[config.mk]
export PLATFORM = sky130hd
export DESIGN_NAME = cfg_word_reg
export DESIGN_NICKNAME = d
export VERILOG_FILES = /design/src/rtl/cfgreg_pkg.sv /design/src/rtl/cfg_par_rx.sv /design/src/rtl/cfg_ser_rx.sv /design/src/rtl/cfg_field_map.sv /design/src/rtl/cfg_word_reg.sv
export SDC_FILE = /design/constraint.sdc
export NUM_CORES = 1
export LEC_CHECK = 0
export BUFFER_PORTS_ARGS = -buffer_cell sky130_fd_sc_hd__buf_2
export CORE_MARGIN = 2
export CORE_UTILIZATION = 45
export CTS_CLUSTER_SIZE = 30
export DETAILED_ROUTE_END_ITERATION = 6
export PLACE_DENSITY = 0.77
export SKIP_CTS_REPAIR_TIMING = 1
export SLEW_MARGIN = 20
export SYNTH_ARGS = -nofsm -noshare
export SYNTH_HDL_FRONTEND = slang
export SYNTH_SLANG_ARGS = --single-unit
[constraint.sdc]
create_clock -name clk -period 3.4 [get_ports clk]
set_input_delay 0.68 -clock clk [delete_from_list [all_inputs] [get_ports clk]]
set_output_delay 0.68 -clock clk [all_outputs]
set_load 0.005 [all_outputs]
[src/rtl/cfgreg_pkg.sv]
`timescale 1ns/1ps
package cfgreg_pkg;
    localparam int CW      = 32;
    localparam int HW      = 16;
    localparam int PAIRS   = 4;
    localparam int DAC_W   = 10;

    localparam int BIT_WEN     = 31;
    localparam int BIT_RBK     = 30;
    localparam int BIT_CLKSEL  = 29;
    localparam int BIT_CLKOUT  = 28;
    localparam int BIT_FMODE   = 27;
    localparam int BIT_FPOL    = 26;
    localparam int BIT_STBY    = 25;
    localparam int BIT_REFEN   = 15;
    localparam int BIT_REFBUF  = 14;
    localparam int BIT_VREF    = 13;

    localparam logic [CW-1:0] CFG_RESET = 32'h0000_03FF;
    // bits that are stored; 31, 30 (held apart), 17:16 and 12:10 are not
    localparam logic [CW-1:0] CFG_KEEP  = 32'h3FFC_E3FF;

    function automatic int range_pos(input int pair);
        case (pair)
            0:       return 24;
            1:       return 23;
            2:       return 21;
            default: return 19;
        endcase
    endfunction

    // power-down exists for pairs B, C, D only (index 0 = B)
    function automatic int pd_pos(input int idx);
        case (idx)
            0:       return 22;
            1:       return 20;
            default: return 18;
        endcase
    endfunction

    typedef enum logic {P_IDLE, P_HALF} par_state_t;
    typedef enum logic [1:0] {S_IDLE, S_SHIFT, S_WAIT} ser_state_t;
endpackage

[src/rtl/cfg_par_rx.sv]
`timescale 1ns/1ps
module cfg_par_rx
    import cfgreg_pkg::*;
(
    input  logic          clk,
    input  logic          rst_n,
    input  logic          enable,
    input  logic          wr_stb,
    input  logic [HW-1:0] wr_data,
    input  logic          conv_start,
    output logic          word_valid,
    output logic [CW-1:0] word,
    output logic          abort_err
);
    par_state_t    state_q, state_d;
    logic          stb_q;
    logic [HW-1:0] upper_q;
    logic          err_q;
    logic          stb_rise;
    logic          set_err;
    logic          take_upper;

    assign stb_rise = enable & wr_stb & ~stb_q;

    always_ff @(posedge clk or negedge rst_n) begin
        if (!rst_n) state_q <= P_IDLE;
        else        state_q <= state_d;
    end

    always_comb begin
        state_d    = state_q;
        word_valid = 1'b0;
        set_err    = 1'b0;
        take_upper = 1'b0;
        unique case (state_q)
            P_IDLE: begin
                if (stb_rise) begin
                    take_upper = 1'b1;
                    state_d    = P_HALF;
                end
            end
            P_HALF: begin
                if (stb_rise) begin
                    word_valid = 1'b1;
                    state_d    = P_IDLE;
                end else if (conv_start) begin
                    set_err = 1'b1;
                    state_d = P_IDLE;
                end
            end
        endcase
    end

    always_ff @(posedge clk or negedge rst_n) begin
        if (!rst_n) begin
            stb_q   <= 1'b0;
            upper_q <= '0;
            err_q   <= 1'b0;
        end else begin
            stb_q <= wr_stb;
            if (take_upper) upper_q <= wr_data;
            if (set_err)    err_q   <= 1'b1;
        end
    end

    assign word      = {upper_q, wr_data};
    assign abort_err = err_q;

    assert_abort_sets_err_R8: assert property (@(posedge clk) disable iff (!rst_n)
        (state_q == P_HALF && conv_start && !stb_rise) |=> abort_err);
    assert_err_sticky_R8: assert property (@(posedge clk) disable iff (!rst_n)
        abort_err |=> abort_err);
    assert_word_needs_half_R2: assert property (@(posedge clk) disable iff (!rst_n)
        word_valid |-> state_q == P_HALF);
endmodule

[src/rtl/cfg_ser_rx.sv]
`timescale 1ns/1ps
module cfg_ser_rx
    import cfgreg_pkg::*;
(
    input  logic          clk,
    input  logic          rst_n,
    input  logic          enable,
    input  logic          frame_n,
    input  logic          sclk,
    input  logic          sdi,
    input  logic          rb_pending,
    input  logic [CW-1:0] rb_word,
    output logic          word_valid,
    output logic [CW-1:0] word,
    output logic          rb_take,
    output logic          rb_active,
    output logic          sdo
);
    localparam int CNT_W = $clog2(CW);

    ser_state_t     state_q, state_d;
    logic           frame_q, sclk_q;
    logic [CNT_W-1:0] cnt_q;
    logic [CW-1:0]  shift_q;
    logic           rbact_q;
    logic           frame_fall, frame_rise, sclk_fall;
    logic           clr_cnt, inc_cnt, do_shift, end_frame;

    assign frame_fall = enable & frame_q & ~frame_n;
    assign frame_rise = ~frame_q & frame_n;
    assign sclk_fall  = sclk_q & ~sclk;

    always_ff @(posedge clk or negedge rst_n) begin
        if (!rst_n) state_q <= S_IDLE;
        else        state_q <= state_d;
    end

    always_comb begin
        state_d    = state_q;
        word_valid = 1'b0;
        rb_take    = 1'b0;
        clr_cnt    = 1'b0;
        inc_cnt    = 1'b0;
        do_shift   = 1'b0;
        end_frame  = 1'b0;
        unique case (state_q)
            S_IDLE: begin
                if (frame_fall) begin
                    clr_cnt = 1'b1;
                    rb_take = rb_pending;
                    state_d = S_SHIFT;
                end
            end
            S_SHIFT: begin
                if (frame_rise) begin
                    end_frame = 1'b1;
                    state_d   = S_IDLE;
                end else if (sclk_fall) begin
                    do_shift = 1'b1;
                    if (cnt_q == CNT_W'(CW-1)) begin
                        word_valid = 1'b1;
                        state_d    = S_WAIT;
                    end else begin
                        inc_cnt = 1'b1;
                    end
                end
            end
            S_WAIT: begin
                if (frame_rise) begin
                    end_frame = 1'b1;
                    state_d   = S_IDLE;
                end
            end
            default: state_d = S_IDLE;
        endcase
    end

    always_ff @(posedge clk or negedge rst_n) begin
        if (!rst_n) begin
            frame_q <= 1'b1;
            sclk_q  <= 1'b0;
            cnt_q   <= '0;
            shift_q <= '0;
            rbact_q <= 1'b0;
        end else begin
            frame_q <= frame_n;
            sclk_q  <= sclk;
            if (clr_cnt)       cnt_q <= '0;
            else if (inc_cnt)  cnt_q <= cnt_q + 1'b1;
            if (do_shift)      shift_q <= {shift_q[CW-2:0], sdi};
            if (rb_take)        rbact_q <= 1'b1;
            else if (end_frame) rbact_q <= 1'b0;
        end
    end

    assign word      = {shift_q[CW-2:0], sdi};
    assign rb_active = rbact_q;
    assign sdo       = rbact_q & rb_word[CNT_W'(CW-1) - cnt_q];

    assert_single_word_R3: assert property (@(posedge clk) disable iff (!rst_n)
        word_valid |=> !word_valid);
    assert_word_in_frame_R3: assert property (@(posedge clk) disable iff (!rst_n)
        word_valid |-> !frame_n);
endmodule

[src/rtl/cfg_field_map.sv]
`timescale 1ns/1ps
module cfg_field_map
    import cfgreg_pkg::*;
#(
    parameter int DAC_MIN = 204
) (
    input  logic             sw_mode,
    input  logic             ser_sel,
    input  logic             hw_range,
    input  logic             hw_stby,
    input  logic             hw_refen,
    input  logic [CW-1:0]    word,
    output logic             clk_sel,
    output logic             clk_out_en,
    output logic             flag_int_mode,
    output logic             flag_active_low,
    output logic             standby,
    output logic [PAIRS-1:0] range_half,
    output logic [PAIRS-2:0] pd_pair,
    output logic             ref_en,
    output logic             ref_buf_off,
    output logic             vref_hi,
    output logic [DAC_W-1:0] dac_code
);
    logic [DAC_W-1:0] raw_code;

    assign raw_code = word[DAC_W-1:0];

    always_comb begin
        clk_sel         = word[BIT_CLKSEL];
        clk_out_en      = sw_mode & word[BIT_CLKOUT];
        flag_int_mode   = word[BIT_FMODE];
        flag_active_low = word[BIT_FPOL];
        standby         = sw_mode ? word[BIT_STBY]  : hw_stby;
        ref_en          = sw_mode ? word[BIT_REFEN] : hw_refen;
        ref_buf_off     = (sw_mode | ~ser_sel) & word[BIT_REFBUF];
        vref_hi         = word[BIT_VREF];
        dac_code        = (raw_code < DAC_W'(DAC_MIN)) ? DAC_W'(DAC_MIN) : raw_code;
    end

    for (genvar p = 0; p < PAIRS; p++) begin : g_range
        assign range_half[p] = sw_mode ? word[range_pos(p)] : hw_range;
    end

    for (genvar q = 0; q < PAIRS-1; q++) begin : g_pd
        assign pd_pair[q] = word[pd_pos(q)];
    end
endmodule

[src/rtl/cfg_word_reg.sv]
`timescale 1ns/1ps
module cfg_word_reg
    import cfgreg_pkg::*;
#(
    parameter int DAC_MIN  = 204,
    parameter int RB_COUNT = 2
) (
    input  logic             clk,
    input  logic             rst_n,
    input  logic             sw_mode,
    input  logic             ser_sel,
    input  logic             hw_range,
    input  logic             hw_stby,
    input  logic             hw_refen,
    input  logic             conv_start,
    input  logic             wr_stb,
    input  logic [HW-1:0]    wr_data,
    input  logic             frame_n,
    input  logic             sclk,
    input  logic             sdi,
    output logic             clk_sel,
    output logic             clk_out_en,
    output logic             flag_int_mode,
    output logic             flag_active_low,
    output logic             standby,
    output logic [PAIRS-1:0] range_half,
    output logic [PAIRS-2:0] pd_pair,
    output logic             ref_en,
    output logic             ref_buf_off,
    output logic             vref_hi,
    output logic [DAC_W-1:0] dac_code,
    output logic             rb_active,
    output logic             cfg_sdo,
    output logic             abort_err
);
    localparam int RB_W = $clog2(RB_COUNT + 1);

    logic [CW-1:0]   body_q;
    logic [RB_W-1:0] rb_left_q;
    logic [CW-1:0]   cur_word;
    logic            par_valid, ser_valid;
    logic [CW-1:0]   par_word, ser_word, new_word;
    logic            rb_take, rb_pending, wr_ok;

    assign rb_pending = (rb_left_q != '0);
    assign cur_word   = body_q | ({{(CW-1){1'b0}}, rb_pending} << BIT_RBK);
    assign new_word   = ser_sel ? ser_word : par_word;
    assign wr_ok      = (par_valid | ser_valid) & sw_mode & new_word[BIT_WEN];

    cfg_par_rx u_par (
        .clk        (clk),
        .rst_n      (rst_n),
        .enable     (~ser_sel),
        .wr_stb     (wr_stb),
        .wr_data    (wr_data),
        .conv_start (conv_start),
        .word_valid (par_valid),
        .word       (par_word),
        .abort_err  (abort_err)
    );

    cfg_ser_rx u_ser (
        .clk        (clk),
        .rst_n      (rst_n),
        .enable     (ser_sel),
        .frame_n    (frame_n),
        .sclk       (sclk),
        .sdi        (sdi),
        .rb_pending (rb_pending),
        .rb_word    (cur_word),
        .word_valid (ser_valid),
        .word       (ser_word),
        .rb_take    (rb_take),
        .rb_active  (rb_active),
        .sdo        (cfg_sdo)
    );

    always_ff @(posedge clk or negedge rst_n) begin
        if (!rst_n) begin
            body_q    <= CFG_RESET & CFG_KEEP;
            rb_left_q <= '0;
        end else begin
            if (wr_ok) begin
                body_q    <= new_word & CFG_KEEP;
                rb_left_q <= new_word[BIT_RBK] ? RB_W'(RB_COUNT) : '0;
            end else if (rb_take) begin
                rb_left_q <= rb_left_q - 1'b1;
            end
        end
    end

    cfg_field_map #(.DAC_MIN(DAC_MIN)) u_map (
        .sw_mode         (sw_mode),
        .ser_sel         (ser_sel),
        .hw_range        (hw_range),
        .hw_stby         (hw_stby),
        .hw_refen        (hw_refen),
        .word            (cur_word),
        .clk_sel         (clk_sel),
        .clk_out_en      (clk_out_en),
        .flag_int_mode   (flag_int_mode),
        .flag_active_low (flag_active_low),
        .standby         (standby),
        .range_half      (range_half),
        .pd_pair         (pd_pair),
        .ref_en          (ref_en),
        .ref_buf_off     (ref_buf_off),
        .vref_hi         (vref_hi),
        .dac_code        (dac_code)
    );

    assert_one_source_R2: assert property (@(posedge clk) disable iff (!rst_n)
        $onehot0({par_valid, ser_valid}));
    assert_no_wen_keeps_R4: assert property (@(posedge clk) disable iff (!rst_n)
        ((par_valid || ser_valid) && !new_word[BIT_WEN]) |=> $stable(body_q));
    assert_hw_mode_keeps_R6: assert property (@(posedge clk) disable iff (!rst_n)
        !sw_mode |=> $stable(body_q));
    assert_rb_take_pending_R5: assert property (@(posedge clk) disable iff (!rst_n)
        rb_take |-> rb_pending);
    assert_dac_floor_R9: assert property (@(posedge clk) disable iff (!rst_n)
        dac_code >= DAC_W'(DAC_MIN));
    assert_unused_zero_R10: assert property (@(posedge clk) disable iff (!rst_n)
        (cur_word[31] == 1'b0) && (cur_word[17:16] == 2'b00) && (cur_word[12:10] == 3'b000));
endmodule

==> results.sh <==
export IMPL_outcome="finished clean"
export IMPL_cts_path_max_buffers=2
export IMPL_grt_max_degree=86
export IMPL_die_x_um=99.8
export IMPL_p_per_area_nw_per_um2=516
export IMPL_fp_row_count=34
export IMPL_syn_avg_cell_area_um2=13.4
export IMPL_grt_pass1_vias=2660
export IMPL_min_path_type="input pin to asynchronous set/reset pin"
export IMPL_dominantRegCellSynth="dfrtp_1"
export IMPL_ys_seq_elements=85
export IMPL_synth_area_leaders="dfrtp_1 45%, mux2_2 28%, dfstp_2 7.0%"
export IMPL_dpl_hpwl_um=5770
export IMPL_startpoint_type="register"
export IMPL_yosys_mux_area_fraction=0.314
export IMPL_end_kind="output pin"
export IMPL_async_flop_share=1.00
export IMPL_gp_congestion=0.807
export IMPL_setup_worst_path_start="u_ser.cnt_q[1]$_DFFE_PN0P_"
export IMPL_setup_tns_ns=0
export IMPL_layout_commonest_cell="mux2_2"
export IMPL_root_buffer="clkbuf_8"
export IMPL_wl_um=8270
export IMPL_synth_edf_count=0
export IMPL_r2r_start="u_ser.cnt_q[0]$_DFFE_PN0P_"
export IMPL_cts_max_level=3
export IMPL_grt_total_usage=0.173
export IMPL_vias_per_cell=5.41
export IMPL_synthSimpleGateAreaFrac=0.0721
export IMPL_insertion_delay_ns=0.35
export IMPL_rsz0062_at_grt="false"
export IMPL_layout_drive_gt1_share=0.533
export IMPL_min_period_ns=2.90
export IMPL_ys_types=44
export IMPL_slew_violations=0
export IMPL_core_area_um2=8810
export IMPL_synth_compound_area_frac=0.0354
export IMPL_synth_top_area_frac=0.448
export IMPL_grt_pass1_wl_um=13300
export IMPL_routedWlPerCell_um=17.6
export IMPL_max_slew_margin=0.496
export IMPL_ys_warn_count=0
export IMPL_fin_nets=391
export IMPL_synth_cells=308
export IMPL_final_cell_mix="101 x mux2_2, 74 x dfrtp_1, 54 x buf_2"
export IMPL_slowest_delay_ns=0.64
export IMPL_cts_sinks=85
export IMPL_worst_slew_pin_slew_ns=0.756
export IMPL_area_growth_pct=12.9
export IMPL_antenna_found_initial=0
export IMPL_r2r_slack_ns=0.67
export IMPL_path_cells="mux4_2 > a22o_1 > a22oi_1 > o211ai_1 > buf_2"
export IMPL_synth_xor_xnor_area_share=0.00848
export IMPL_io_pins=56
export IMPL_drc=0
export IMPL_die_h_um=99.8
export IMPL_overflow=0
export IMPL_yosysSeqAreaShare=0.518
export IMPL_clk_pin_slew_ns=0.09
export IMPL_vias=2543
export IMPL_cts_made_buffers=9
export IMPL_ant_nets=0
export IMPL_cp_slowest_cell="dfrtp_1"
export IMPL_ir_drop_uv=397
export IMPL_start_util=0.469
export IMPL_portBuffers=55
export IMPL_fin_crit_sh=0.853
export IMPL_crit_arrival_ns=2.22
export IMPL_required_ns=2.72
export IMPL_dp_slack_ns=0.681
export IMPL_power_leakage_nw=2.24
export IMPL_hold_viol=0
export IMPL_fmax_mhz=345
export IMPL_crit_type="register to output pin"
export IMPL_clock_skew_ns=0.0126
export IMPL_synth_fa_ha_area_frac=0.0182
export IMPL_setup_violations_final=0
export IMPL_cap_violations=0
export IMPL_cts_tree="yes"
export IMPL_diodes=0
export IMPL_syn_nets=342
export IMPL_synth_area_um2=4130
export IMPL_cp_max_fo=12
export IMPL_dieArea_um2=9960
export IMPL_setup_ws_ns=0.500
export IMPL_first_pass_iters=4
export IMPL_synth_top_family_by_area="multiplexers"
export IMPL_synth_top_cell_by_area="dfrtp_1"
export IMPL_drt_iter0_markers=102
through the flow:
| step | utilization | power (mW) | std cells | hold slack [ns] | cell area, um2 |
|---|---|---|---|---|---|
| floorplan | - | 1.58 | 308 | 0.384 | 4130 |
| global placement | 0.507 | 1.70 | 454 | 0.448 | 4470 |
| detailed placement | 0.507 | 1.73 | 454 | 0.452 | 4470 |
| CTS | 0.529 | 2.42 | 470 | 0.435 | 4660 |
| global route | 0.530 | 2.53 | 470 | 0.428 | 4660 |
| finish | 0.530 | 2.41 | 470 | 0.361 | 4660 |
final timing paths:
kind | endpoint | cells after the start
worst min-delay path | u_ser.shift_q[5]$_DFFE_PN0P_ | 1
worst max-delay path | cfg_sdo | 5
max in group asynchronous | u_ser.shift_q[25]$_DFFE_PN0P_ | 1
worst min register to register | u_par.abort_err$_DFFE_PN0P_ | 1
min in group clk | u_ser.frame_q$_DFF_PN1_ | 1
worst max register to register | body_q[13]$_DFFE_PN0P_ | 8
logic make-up (layout without fill, tap and decap cells):
family / Yosys count / in the layout
AOI/OAI and AO/OA: 19 / 19
DFF: 85 / 85
muxes: 112 / 112
xor gates and xnor gates: 4 / 4
and+or+nand+nor: 53 / 53
adders and majority gates: 6 / 6
buffers and inverters: 29 / 83
layer usage:
metal  up-vias  part of all wire  track usage
li1       1193                 -            -
met2        53              0.51        0.297
met4         0             0.016       0.0569
met3        14             0.039       0.0411
met5         -                 0            0
met1      1283              0.44        0.218
critical path, delay by kind of cell, from the launching register on:
kind            cells  cell delay (ns)
compound gates      3             0.51
buf+inv             1             0.15
flops               1             0.64
mux                 1             0.56
synth_stat cells, drive strengths merged (2+ instances only):
cell type / n
xnor2: 4
nor3b: 2
nor3: 2
nand3b: 3
dfrtp: 74
mux2i: 7
nor2b: 4
mux2: 101
nand2b: 7
inv: 8
and2: 5
ha: 6
nor2: 10
mux4: 4
a211o: 2
clkbuf: 12
dfstp: 11
nand3: 2
o21ai: 3
buf: 9
nand2: 12
a21boi: 2
flip-flops by register name (all words and copies together), names as in the netlist:
signal,flops
u_par.abort_err,1
u_par.state_q,1
u_ser.state_q,2
rb_left_q,2
u_ser.rb_active,1
u_ser.sclk_q,1
u_par.upper_q,14
u_ser.frame_q,1
body_q,25
u_par.stb_q,1
u_ser.cnt_q,5
u_ser.shift_q,31
where the power goes:
part	switching (mW)	internal (mW)
clock	0.361	0.340
combinational	0.194	0.256
sequential	0.124	1.13
area by class of cell:
type,count,area [um2]
fillers,763,4140
flip-flops and latches,85,2140
clock inverters,6,65.1
repair buffers,59,312
clock buffers,10,128
multi-input cells,194,1850
inverters,8,30.0
well taps,108,135
Power figures use the tool's default switching activity.
